`config.mk`:
```
export PLATFORM = sky130hd
export DESIGN_NAME = rtc_alarm_irq_unit
export DESIGN_NICKNAME = d
export VERILOG_FILES = /design/src/rtl/rtc_alarm_pkg.sv /design/src/rtl/rtc_alarm_cmp.sv /design/src/rtl/rtc_evt_status.sv /design/src/rtl/rtc_alarm_irq_unit.sv
export SDC_FILE = /design/constraint.sdc
export NUM_CORES = 1
export LEC_CHECK = 0
export BUFFER_PORTS_ARGS = -buffer_cell sky130_fd_sc_hd__buf_2
export CAP_MARGIN = 30
export CELL_PAD_IN_SITES_DETAIL_PLACEMENT = 0
export CELL_PAD_IN_SITES_GLOBAL_PLACEMENT = 1
export CORE_UTILIZATION = 40
export DETAILED_ROUTE_END_ITERATION = 10
export PLACE_DENSITY = 0.86
export SYNTH_ARGS = -nofsm -noshare
export SYNTH_HDL_FRONTEND = slang
export SYNTH_SLANG_ARGS = --single-unit
```
`constraint.sdc`:
```
create_clock -name clk_i -period 3.6 [get_ports clk_i]
set_input_delay 0.72 -clock clk_i [delete_from_list [all_inputs] [get_ports clk_i]]
set_output_delay 0.72 -clock clk_i [all_outputs]
set_load 0.05 [all_outputs]
```
`src/rtl/rtc_alarm_pkg.sv`:
```
package rtc_alarm_pkg;
  localparam int WORD_W = 32;
  localparam int NUM_EV = 5;
  localparam int NUM_FLD = 5;

  // status bit positions
  localparam int EV_UPD = 0;
  localparam int EV_ALM = 1;
  localparam int EV_SEC = 2;
  localparam int EV_TIM = 3;
  localparam int EV_CAL = 4;

  // word addresses
  localparam int OFS_TALM = 0;
  localparam int OFS_CALM = 1;
  localparam int OFS_STAT = 2;
  localparam int OFS_SCLR = 3;
  localparam int OFS_IEN  = 4;
  localparam int OFS_IDIS = 5;
  localparam int OFS_MASK = 6;
  localparam int OFS_VLD  = 7;

  // field index order in compare arrays: sec, min, hour, month, date
  localparam int F_SEC  = 0;
  localparam int F_MIN  = 1;
  localparam int F_HOUR = 2;
  localparam int F_MON  = 3;
  localparam int F_DATE = 4;

  localparam logic [WORD_W-1:0] TALM_MASK = 32'h00BF_FFFF;
  localparam logic [WORD_W-1:0] CALM_MASK = 32'hBF9F_0000;

  localparam logic [7:0] FLD_LO [NUM_FLD] = '{8'h00, 8'h00, 8'h00, 8'h01, 8'h01};
  localparam logic [7:0] FLD_HI [NUM_FLD] = '{8'h59, 8'h59, 8'h23, 8'h12, 8'h31};

  function automatic logic bcd_in_range(input logic [7:0] v, input logic [7:0] lo,
                                        input logic [7:0] hi);
    return (v[3:0] <= 4'd9) && (v[7:4] <= 4'd9) && (v >= lo) && (v <= hi);
  endfunction
endpackage

```
`src/rtl/rtc_alarm_cmp.sv`:
```
module rtc_alarm_cmp
  import rtc_alarm_pkg::*;
#(
  parameter int NF = NUM_FLD
) (
  input  logic [NF-1:0][7:0] alm_f_i,
  input  logic [NF-1:0][7:0] cur_f_i,
  input  logic [NF-1:0]      en_i,
  input  logic               tick_i,
  output logic               hit_o,
  output logic [NF-1:0]      bad_o
);
  logic [NF-1:0] fld_ok;

  for (genvar i = 0; i < NF; i++) begin : g_fld
    assign fld_ok[i] = !en_i[i] || (alm_f_i[i] == cur_f_i[i]);
    assign bad_o[i]  = !bcd_in_range(alm_f_i[i], FLD_LO[i], FLD_HI[i]);
  end

  // an all-disabled alarm never matches
  assign hit_o = tick_i && (|en_i) && (&fld_ok);
endmodule

```
`src/rtl/rtc_evt_status.sv`:
```
module rtc_evt_status #(
  parameter int NEV = 5
) (
  input  logic           clk_i,
  input  logic           rst_ni,
  input  logic [NEV-1:0] set_i,
  input  logic [NEV-1:0] clr_i,
  input  logic [NEV-1:0] ien_i,
  input  logic [NEV-1:0] idis_i,
  output logic [NEV-1:0] status_o,
  output logic [NEV-1:0] mask_o,
  output logic           irq_o
);
  logic [NEV-1:0] status_q, mask_q;

  always_ff @(posedge clk_i or negedge rst_ni) begin
    if (!rst_ni) begin
      status_q <= '0;
      mask_q   <= '0;
    end else begin
      status_q <= (status_q & ~clr_i) | set_i;  // set beats clear
      mask_q   <= (mask_q | ien_i) & ~idis_i;
    end
  end

  assign status_o = status_q;
  assign mask_o   = mask_q;
  assign irq_o    = |(status_q & mask_q);
endmodule

```
`src/rtl/rtc_alarm_irq_unit.sv`:
```
module rtc_alarm_irq_unit
  import rtc_alarm_pkg::*;
#(
  parameter int ADDR_W = 3
) (
  input  logic              clk_i,
  input  logic              rst_ni,
  input  logic              req_i,
  input  logic              we_i,
  input  logic [ADDR_W-1:0] addr_i,
  input  logic [31:0]       wdata_i,
  output logic [31:0]       rdata_o,
  input  logic [6:0]        cur_sec_i,
  input  logic [6:0]        cur_min_i,
  input  logic [5:0]        cur_hour_i,
  input  logic [4:0]        cur_mon_i,
  input  logic [5:0]        cur_date_i,
  input  logic              tick_i,
  input  logic              upd_ack_i,
  input  logic              sec_ev_i,
  input  logic              time_ev_i,
  input  logic              cal_ev_i,
  output logic              irq_o
);
  logic [WORD_W-1:0] talm_q, calm_q;
  logic              wr;
  logic [NUM_EV-1:0] clr_vec, ien_vec, idis_vec, ev_vec, status, mask;
  logic [NUM_FLD-1:0][7:0] alm_f, cur_f;
  logic [NUM_FLD-1:0] fld_en, fld_bad;
  logic              alm_hit;
  logic [1:0]        vld;

  assign wr = req_i && we_i;

  always_ff @(posedge clk_i or negedge rst_ni) begin
    if (!rst_ni) begin
      talm_q <= '0;
      calm_q <= '0;
    end else if (wr) begin
      if (addr_i == ADDR_W'(OFS_TALM)) talm_q <= wdata_i & TALM_MASK;
      if (addr_i == ADDR_W'(OFS_CALM)) calm_q <= wdata_i & CALM_MASK;
    end
  end

  assign clr_vec  = (wr && addr_i == ADDR_W'(OFS_SCLR)) ? wdata_i[NUM_EV-1:0] : '0;
  assign ien_vec  = (wr && addr_i == ADDR_W'(OFS_IEN))  ? wdata_i[NUM_EV-1:0] : '0;
  assign idis_vec = (wr && addr_i == ADDR_W'(OFS_IDIS)) ? wdata_i[NUM_EV-1:0] : '0;

  // field extraction, zero-extended to one BCD byte
  assign alm_f[F_SEC]  = {1'b0, talm_q[6:0]};
  assign alm_f[F_MIN]  = {1'b0, talm_q[14:8]};
  assign alm_f[F_HOUR] = {2'b0, talm_q[21:16]};
  assign alm_f[F_MON]  = {3'b0, calm_q[20:16]};
  assign alm_f[F_DATE] = {2'b0, calm_q[29:24]};
  assign cur_f[F_SEC]  = {1'b0, cur_sec_i};
  assign cur_f[F_MIN]  = {1'b0, cur_min_i};
  assign cur_f[F_HOUR] = {2'b0, cur_hour_i};
  assign cur_f[F_MON]  = {3'b0, cur_mon_i};
  assign cur_f[F_DATE] = {2'b0, cur_date_i};
  assign fld_en = {calm_q[31], calm_q[23], talm_q[23], talm_q[15], talm_q[7]};

  rtc_alarm_cmp #(.NF(NUM_FLD)) u_cmp (
    .alm_f_i (alm_f),
    .cur_f_i (cur_f),
    .en_i    (fld_en),
    .tick_i  (tick_i),
    .hit_o   (alm_hit),
    .bad_o   (fld_bad)
  );

  assign vld = {fld_bad[F_MON] | fld_bad[F_DATE],
                fld_bad[F_SEC] | fld_bad[F_MIN] | fld_bad[F_HOUR]};

  assign ev_vec = {cal_ev_i, time_ev_i, sec_ev_i, alm_hit, upd_ack_i};

  rtc_evt_status #(.NEV(NUM_EV)) u_stat (
    .clk_i    (clk_i),
    .rst_ni   (rst_ni),
    .set_i    (ev_vec),
    .clr_i    (clr_vec),
    .ien_i    (ien_vec),
    .idis_i   (idis_vec),
    .status_o (status),
    .mask_o   (mask),
    .irq_o    (irq_o)
  );

  always_comb begin
    rdata_o = '0;
    case (int'(addr_i))
      OFS_TALM: rdata_o = talm_q;
      OFS_CALM: rdata_o = calm_q;
      OFS_STAT: rdata_o = {{(WORD_W-NUM_EV){1'b0}}, status};
      OFS_MASK: rdata_o = {{(WORD_W-NUM_EV){1'b0}}, mask};
      OFS_VLD:  rdata_o = {{(WORD_W-2){1'b0}}, vld};
      default:  rdata_o = '0;
    endcase
  end
endmodule

```
==> results of run 1 <==
==> logic make-up after synthesis <==
| logic type | share of synthesized area [%] |
|---|---|
| flops | 41.4 |
| mux | 22.0 |
| xor+xnor | 9.76 |
| compound gates | 9.76 |
| buf+inv | 4.41 |
| other cells | 0.135 |
| simple gates | 12.5 |
==> state kept, by name, indices dropped and copies added (netlist names) <==
register         count
u_stat.mask_o        5
u_stat.status_o      5
talm_q              23
calm_q              13
==> metrics by stage <==
stage / hold slack, ns / power (W) / std cells / cell area [um2]
floorplan: 0.424 / 0.00114 / 238 / 2790
global placement: 0.489 / 0.00128 / 410 / 3320
detailed placement: 0.498 / 0.00130 / 411 / 3340
CTS: 0.381 / 0.00169 / 419 / 3460
global route: 0.386 / 0.00178 / 419 / 3460
finish: 0.370 / 0.00167 / 419 / 3460
==> critical path: stages <==
cell    delay [ns]
buf_2         0.22
nor3_2        0.38
buf_4         0.27
a22o_1        0.17
buf_2         0.26
==> layout by cell type (no fill, tap or decap), types with 2 or more instances in the layout <==
cell type	synthesis	layout
mux2i_1	5	5
xor2_1	14	14
conb_1	1	2
mux2_4	30	30
mux2_2	10	10
dfrtp_1	46	46
nor2b_4	1	2
buf_2	2	103
clkbuf_8	0	5
a21oi_1	4	4
nor2_1	4	4
nand3_1	4	4
nand2_1	13	13
a22o_1	8	8
nand4_1	4	4
xnor2_1	17	17
a222oi_1	2	2
buf_4	3	3
clkinvlp_4	0	2
a22oi_1	5	5
nor4_1	4	4
o21ai_0	6	6
and2_1	13	13
nor3_1	2	2
a21o_1	4	4
inv_1	4	4
and3_1	7	7
==> routing by layer <==
layer  vias up  wire length, um
li1       1048                -
met1      1055             3130
met2        75             3110
met3         5              333
met4         0               51
met5         -                0
==> worst paths after layout <==
| kind | from | end | slack (ns) |
|---|---|---|---|
| worst max-delay path | addr_i[0] | rdata_o[23] | 0.84 |
| worst min-delay path | rst_ni | calm_q[31] | 0.37 |
| worst max register to register | calm_q[28] | u_stat.status_o[1] | 1.94 |
| worst min register to register | u_stat.status_o[0] | u_stat.status_o[0] | 0.51 |
| max in group asynchronous | rst_ni | calm_q[25] | 2.72 |
| min in group clk_i | u_stat.status_o[0] | u_stat.status_o[0] | 0.51 |
==> cell type report <==
| type | count | area (um2) | share of cell area (%) |
|---|---|---|---|
| repair buffers | 107 | 558 | 16.1 |
| inverters | 4 | 15.0 | 0.434 |
| flip-flops and latches | 46 | 1150 | 33.3 |
| clock buffers | 5 | 68.8 | 1.99 |
| well taps | 80 | 100 | 2.89 |
| clock inverters | 3 | 45.0 | 1.30 |
| multi-input cells | 174 | 1520 | 44.0 |
==> report_power, final <==
part           leakage [nW]  switching, W  internal [W]
Combinational          1.09      0.000236      0.000277
Sequential            0.542      0.000143      0.000627
Clock                0.0504      0.000184      0.000207
==> results.json, run 1 <==
{
  "status": "finished, final reports clean",
  "cts_tree": "yes",
  "busiest_layer": "met2",
  "nFillCells": 651,
  "async_reset_ff_share_pct": 100,
  "dr_total_vias": 2183,
  "synth_common_cells": "dfrtp_1 (46), mux2_4 (30), xnor2_1 (17)",
  "cts-buffers-inserted": 5,
  "synth_most_common_cell": "dfrtp_1",
  "avgSynthCellArea_um2": 11.7,
  "fin_crit_ns": 2.76,
  "yosysSeqAreaShare_pct": 41.4,
  "vias_per_cell": 5.21,
  "cts.sinks": 46,
  "grt_use_total_pct": 19.3,
  "antenna_found_initial": 0,
  "ant_nets": 0,
  "grt_max_degree": 27,
  "worst_pin_slew_ns": 0.737,
  "crit_required_ns": 2.88,
  "grt_pass1_wl_um": 11000,
  "nNetsFinal": 413,
  "fin_tns_setup_ns": 0,
  "yosysTopAreaCellShare_pct": 41.4,
  "critical_path_class": "in -> out",
  "io_buffers": 103,
  "grtUsageMet2_pct": 30.6,
  "worst_skew_pair.late_latency_ns": 0.30,
  "ctsResizeCount": 0,
  "drc": 0,
  "rsz0062_at_grt": "no",
  "routed_wl_um": 6630,
  "gp_congestion": 0.798,
  "initial_core_util_pct": 41.2,
  "ys.flop_type": "dfrtp_1",
  "hold_violations": 0,
  "cts-root-buf": "clkbuf_8",
  "cp_max_fo": 22,
  "setup_violations": 0,
  "synth_enable_flop_cells": 0,
  "yosys-top-cells-area": "dfrtp_1 (41%), mux2_4 (16%), xnor2_1 (5.4%)",
  "grtUsageMet1_pct": 27.2,
  "dr.first_iter.drc_count": 84,
  "grt_pass1_vias": 2215,
  "ios": 108,
  "fin_crit_sh_pct": 76.8,
  "routedWlPerCell_um": 15.8,
  "drv_slew": 0,
  "die_h_um": 85.4,
  "start_kind": "input port",
  "gr-total-overflow": 0,
  "first_pass_iters": 4,
  "rr_worst_depth": 5,
  "syn_inst": 237,
  "grtUsageMet3_pct": 4.28,
  "synth_cell_types": 43,
  "yosys_warnings": 0,
  "finalWorstSetupSlack_ns": 0.836,
  "vdd_drop_max_mv": 0.159,
  "core_mm2": 0.00676,
  "holdCritPathClass": "in -> async",
  "clock_skew_ns": 0.00675,
  "htree_levels": 2,
  "die_area_mm2": 0.00729,
  "antenna_cells": 0,
  "clkSlewWorstSetupHoldPaths_ns": 0.09,
  "die_x_um": 85.4,
  "crit_arrival_ns": 2.04,
  "syn_to_final_growth_pct": 24.3,
  "clockBufferDepth": 2,
  "p_per_area_mw_per_mm2": 484,
  "drive_gt1_share_pct": 48.1,
  "dp_hpwl_um": 5070,
  "holdBufCountCts": 0,
  "drv_cap": 0,
  "ys_seq_elements": 46,
  "cts_setup_buffers": 0,
  "crit_path_end_kind": "primary output",
  "pre_cts_ws_ns": 0.822,
  "relSlewSlack_pct": 50.5,
  "p_leak_nw": 1.69,
  "fin_util_pct": 51.2,
  "fmax_mhz": 362,
  "syn_area_mm2": 0.00278,
  "rows": 30,
  "yosysTopAreaCell": "dfrtp_1"
}
No activity file was read; power rests on OpenSTA's default activity.
==> run 2: changes to the inputs <==
Settings changed: CORE_UTILIZATION 40 to 37, PLACE_DENSITY 0.86 to 0.8.
Clock period 3.6 ns to 2.9 ns, I/O delays scaled along.
==> results.json, run 2 (synthesis gave the netlist of run 1 again) <==
{
  "routed_wl_um": 6870,
  "grt_use_total_pct": 18.4,
  "vdd_drop_max_mv": 0.201,
  "drv_cap": 0,
  "grt_pass1_wl_um": 10800,
  "fin_hold_ws_ns": 0.274,
  "rr_worst_depth": 5,
  "vias_per_cell": 4.79,
  "r2r_start": "calm_q[28]",
  "cts.sinks": 46,
  "p_seq_share_pct": 45.8,
  "die_area_mm2": 0.00787,
  "fin_crit_ns": 2.65,
  "initial_core_util_pct": 38.4,
  "worstReg2RegEnd": "u_stat.status_o[1]",
  "ant_nets": 0,
  "critical_path_class": "reg -> out",
  "p_switching_w": 0.000711,
  "syn_to_final_growth_pct": 25.3,
  "io_buffers": 103,
  "finalWorstSetupSlack_ns": 0.245,
  "clock_skew_ns": 0.00473,
  "gp_congestion": 0.780,
  "htree_levels": 2,
  "fin_tns_setup_ns": 0,
  "die_h_um": 88.7,
  "grt_max_degree": 28,
  "slowest_stage": "dfrtp_1",
  "p_sw_share_pct": 34.0,
  "drc": 0,
  "holdBufCountCts": 0,
  "rows": 31,
  "fmax_mhz": 377,
  "cts_tree": "yes",
  "crit_arrival_ns": 2.07,
  "routedWlPerCell_um": 15.6,
  "r2r_setup_slack_ns": 1.21,
  "cts_setup_buffers": 0,
  "drive_gt1_share_pct": 48.5,
  "nNetsFinal": 416,
  "regMostFlops": "talm_q",
  "max_stage_delay_ns": 0.44,
  "reg_top3": "talm_q (23), calm_q (13)",
  "pwr-share-comb_pct": 30.5,
  "antenna_found_initial": 0,
  "fin_crit_sh_pct": 91.5,
  "ios": 108,
  "core_mm2": 0.00725,
  "ctsResizeCount": 0,
  "cp_max_fo": 5,
  "worst_skew_pair.late_latency_ns": 0.31,
  "holdCritPathClass": "in -> async",
  "final_common_cell": "buf_2",
  "cp_cell_sequence": "or3_1 > nor4_1 > a31o_2 > o311ai_1 > a21oi_1 > buf_2",
  "status": "finished, final reports clean",
  "grt_pass1_vias": 2152,
  "antenna_cells": 0,
  "drv_slew": 0,
  "crit_path_end_kind": "primary output",
  "worst_pin_slew_ns": 0.665,
  "hold_violations": 0,
  "dr_total_vias": 2113,
  "relSlewSlack_pct": 55.3,
  "p_per_area_mw_per_mm2": 599,
  "clockBufferDepth": 2,
  "first_pass_iters": 4,
  "dr.first_iter.drc_count": 76,
  "start_kind": "register",
  "setup_violations": 0,
  "die_x_um": 88.7,
  "pre_cts_ws_ns": 0.447,
  "cts-buffers-inserted": 5,
  "clkSlewWorstSetupHoldPaths_ns": 0.09,
  "crit_required_ns": 2.32,
  "power.internal_w": 0.00138,
  "p_leak_nw": 1.70,
  "largest_reg_flops": 23,
  "cts-root-buf": "clkbuf_8",
  "gr-total-overflow": 0,
  "rsz0062_at_grt": "no",
  "dp_hpwl_um": 5350,
  "final_cell_mix": "buf_2 (103), dfrtp_1 (46), mux2_4 (30)",
  "clkPwrFrac_pct": 23.7
}
[run 2: changes by cell type in the layout (fill, tap and decap cells not counted)]
cell	previous run	this run
buf_12	1	0
buf_4	3	7
nor2b_2	0	1
nor2b_4	2	1
[run 2: area by class of cell]
cell class / instances / area [um2]
fill: 709 / 3770
multi-input combinational: 174 / 1520
sequential: 46 / 1150
timing repair buffer: 110 / 568
tap: 99 / 124
clock buffer: 5 / 68.8
clock inverter: 3 / 45.0
inverter: 4 / 15.0
[run 2: metrics by stage]
step | utilization [%] | total power (W) | area, um2 | instances
global route | 48.1 | 0.00221 | 3490 | 441
global placement | 46.5 | 0.00159 | 3370 | 433
CTS | 48.1 | 0.00211 | 3490 | 441
finish | 48.1 | 0.00209 | 3490 | 441
floorplan | - | 0.00141 | 2790 | 238
detailed placement | 46.5 | 0.00161 | 3370 | 433
[run 2: how the worst max path moves through the flow]
stage	slack (ns)	cells after the start	from	endpoint
2_1_floorplan	0.36	5	calm_q[25]	rdata_o[1]
5_1_grt	0.15	6	calm_q[25]	rdata_o[1]
6_report	0.25	6	calm_q[25]	rdata_o[1]
3_5_place_dp	0.45	5	addr_i[1]	calm_q[17]
3_3_place_gp	0.47	5	addr_i[1]	calm_q[16]
4_1_cts	0.23	5	calm_q[25]	rdata_o[1]
[run 2: metal layers]
layer  up-vias  wire, um  track usage [%]
li1       1052         -                -
met5         -         0                0
met4         0        27             3.52
met2        78      3060             29.5
met3         2       455             3.73
met1       981      3330             25.7
[run 2: critical path, delay by kind of cell (launching register included)]
kind / cells / cell delay (ns)
and+or+nand+nor: 2 / 0.60
buffers and inverters: 1 / 0.29
AOI/OAI and AO/OA: 3 / 0.44
DFF: 1 / 0.44
[run 2: power groups by stage]
stage,Sequential (W),Clock [W],Combinational [W]
2_1_floorplan,0.000910,0,0.000500
3_3_place_gp,0.000961,0,0.000629
3_5_place_dp,0.000969,0,0.000641
4_1_cts,0.000956,0.000506,0.000645
5_1_grt,0.000981,0.000535,0.000691
6_report,0.000957,0.000496,0.000637
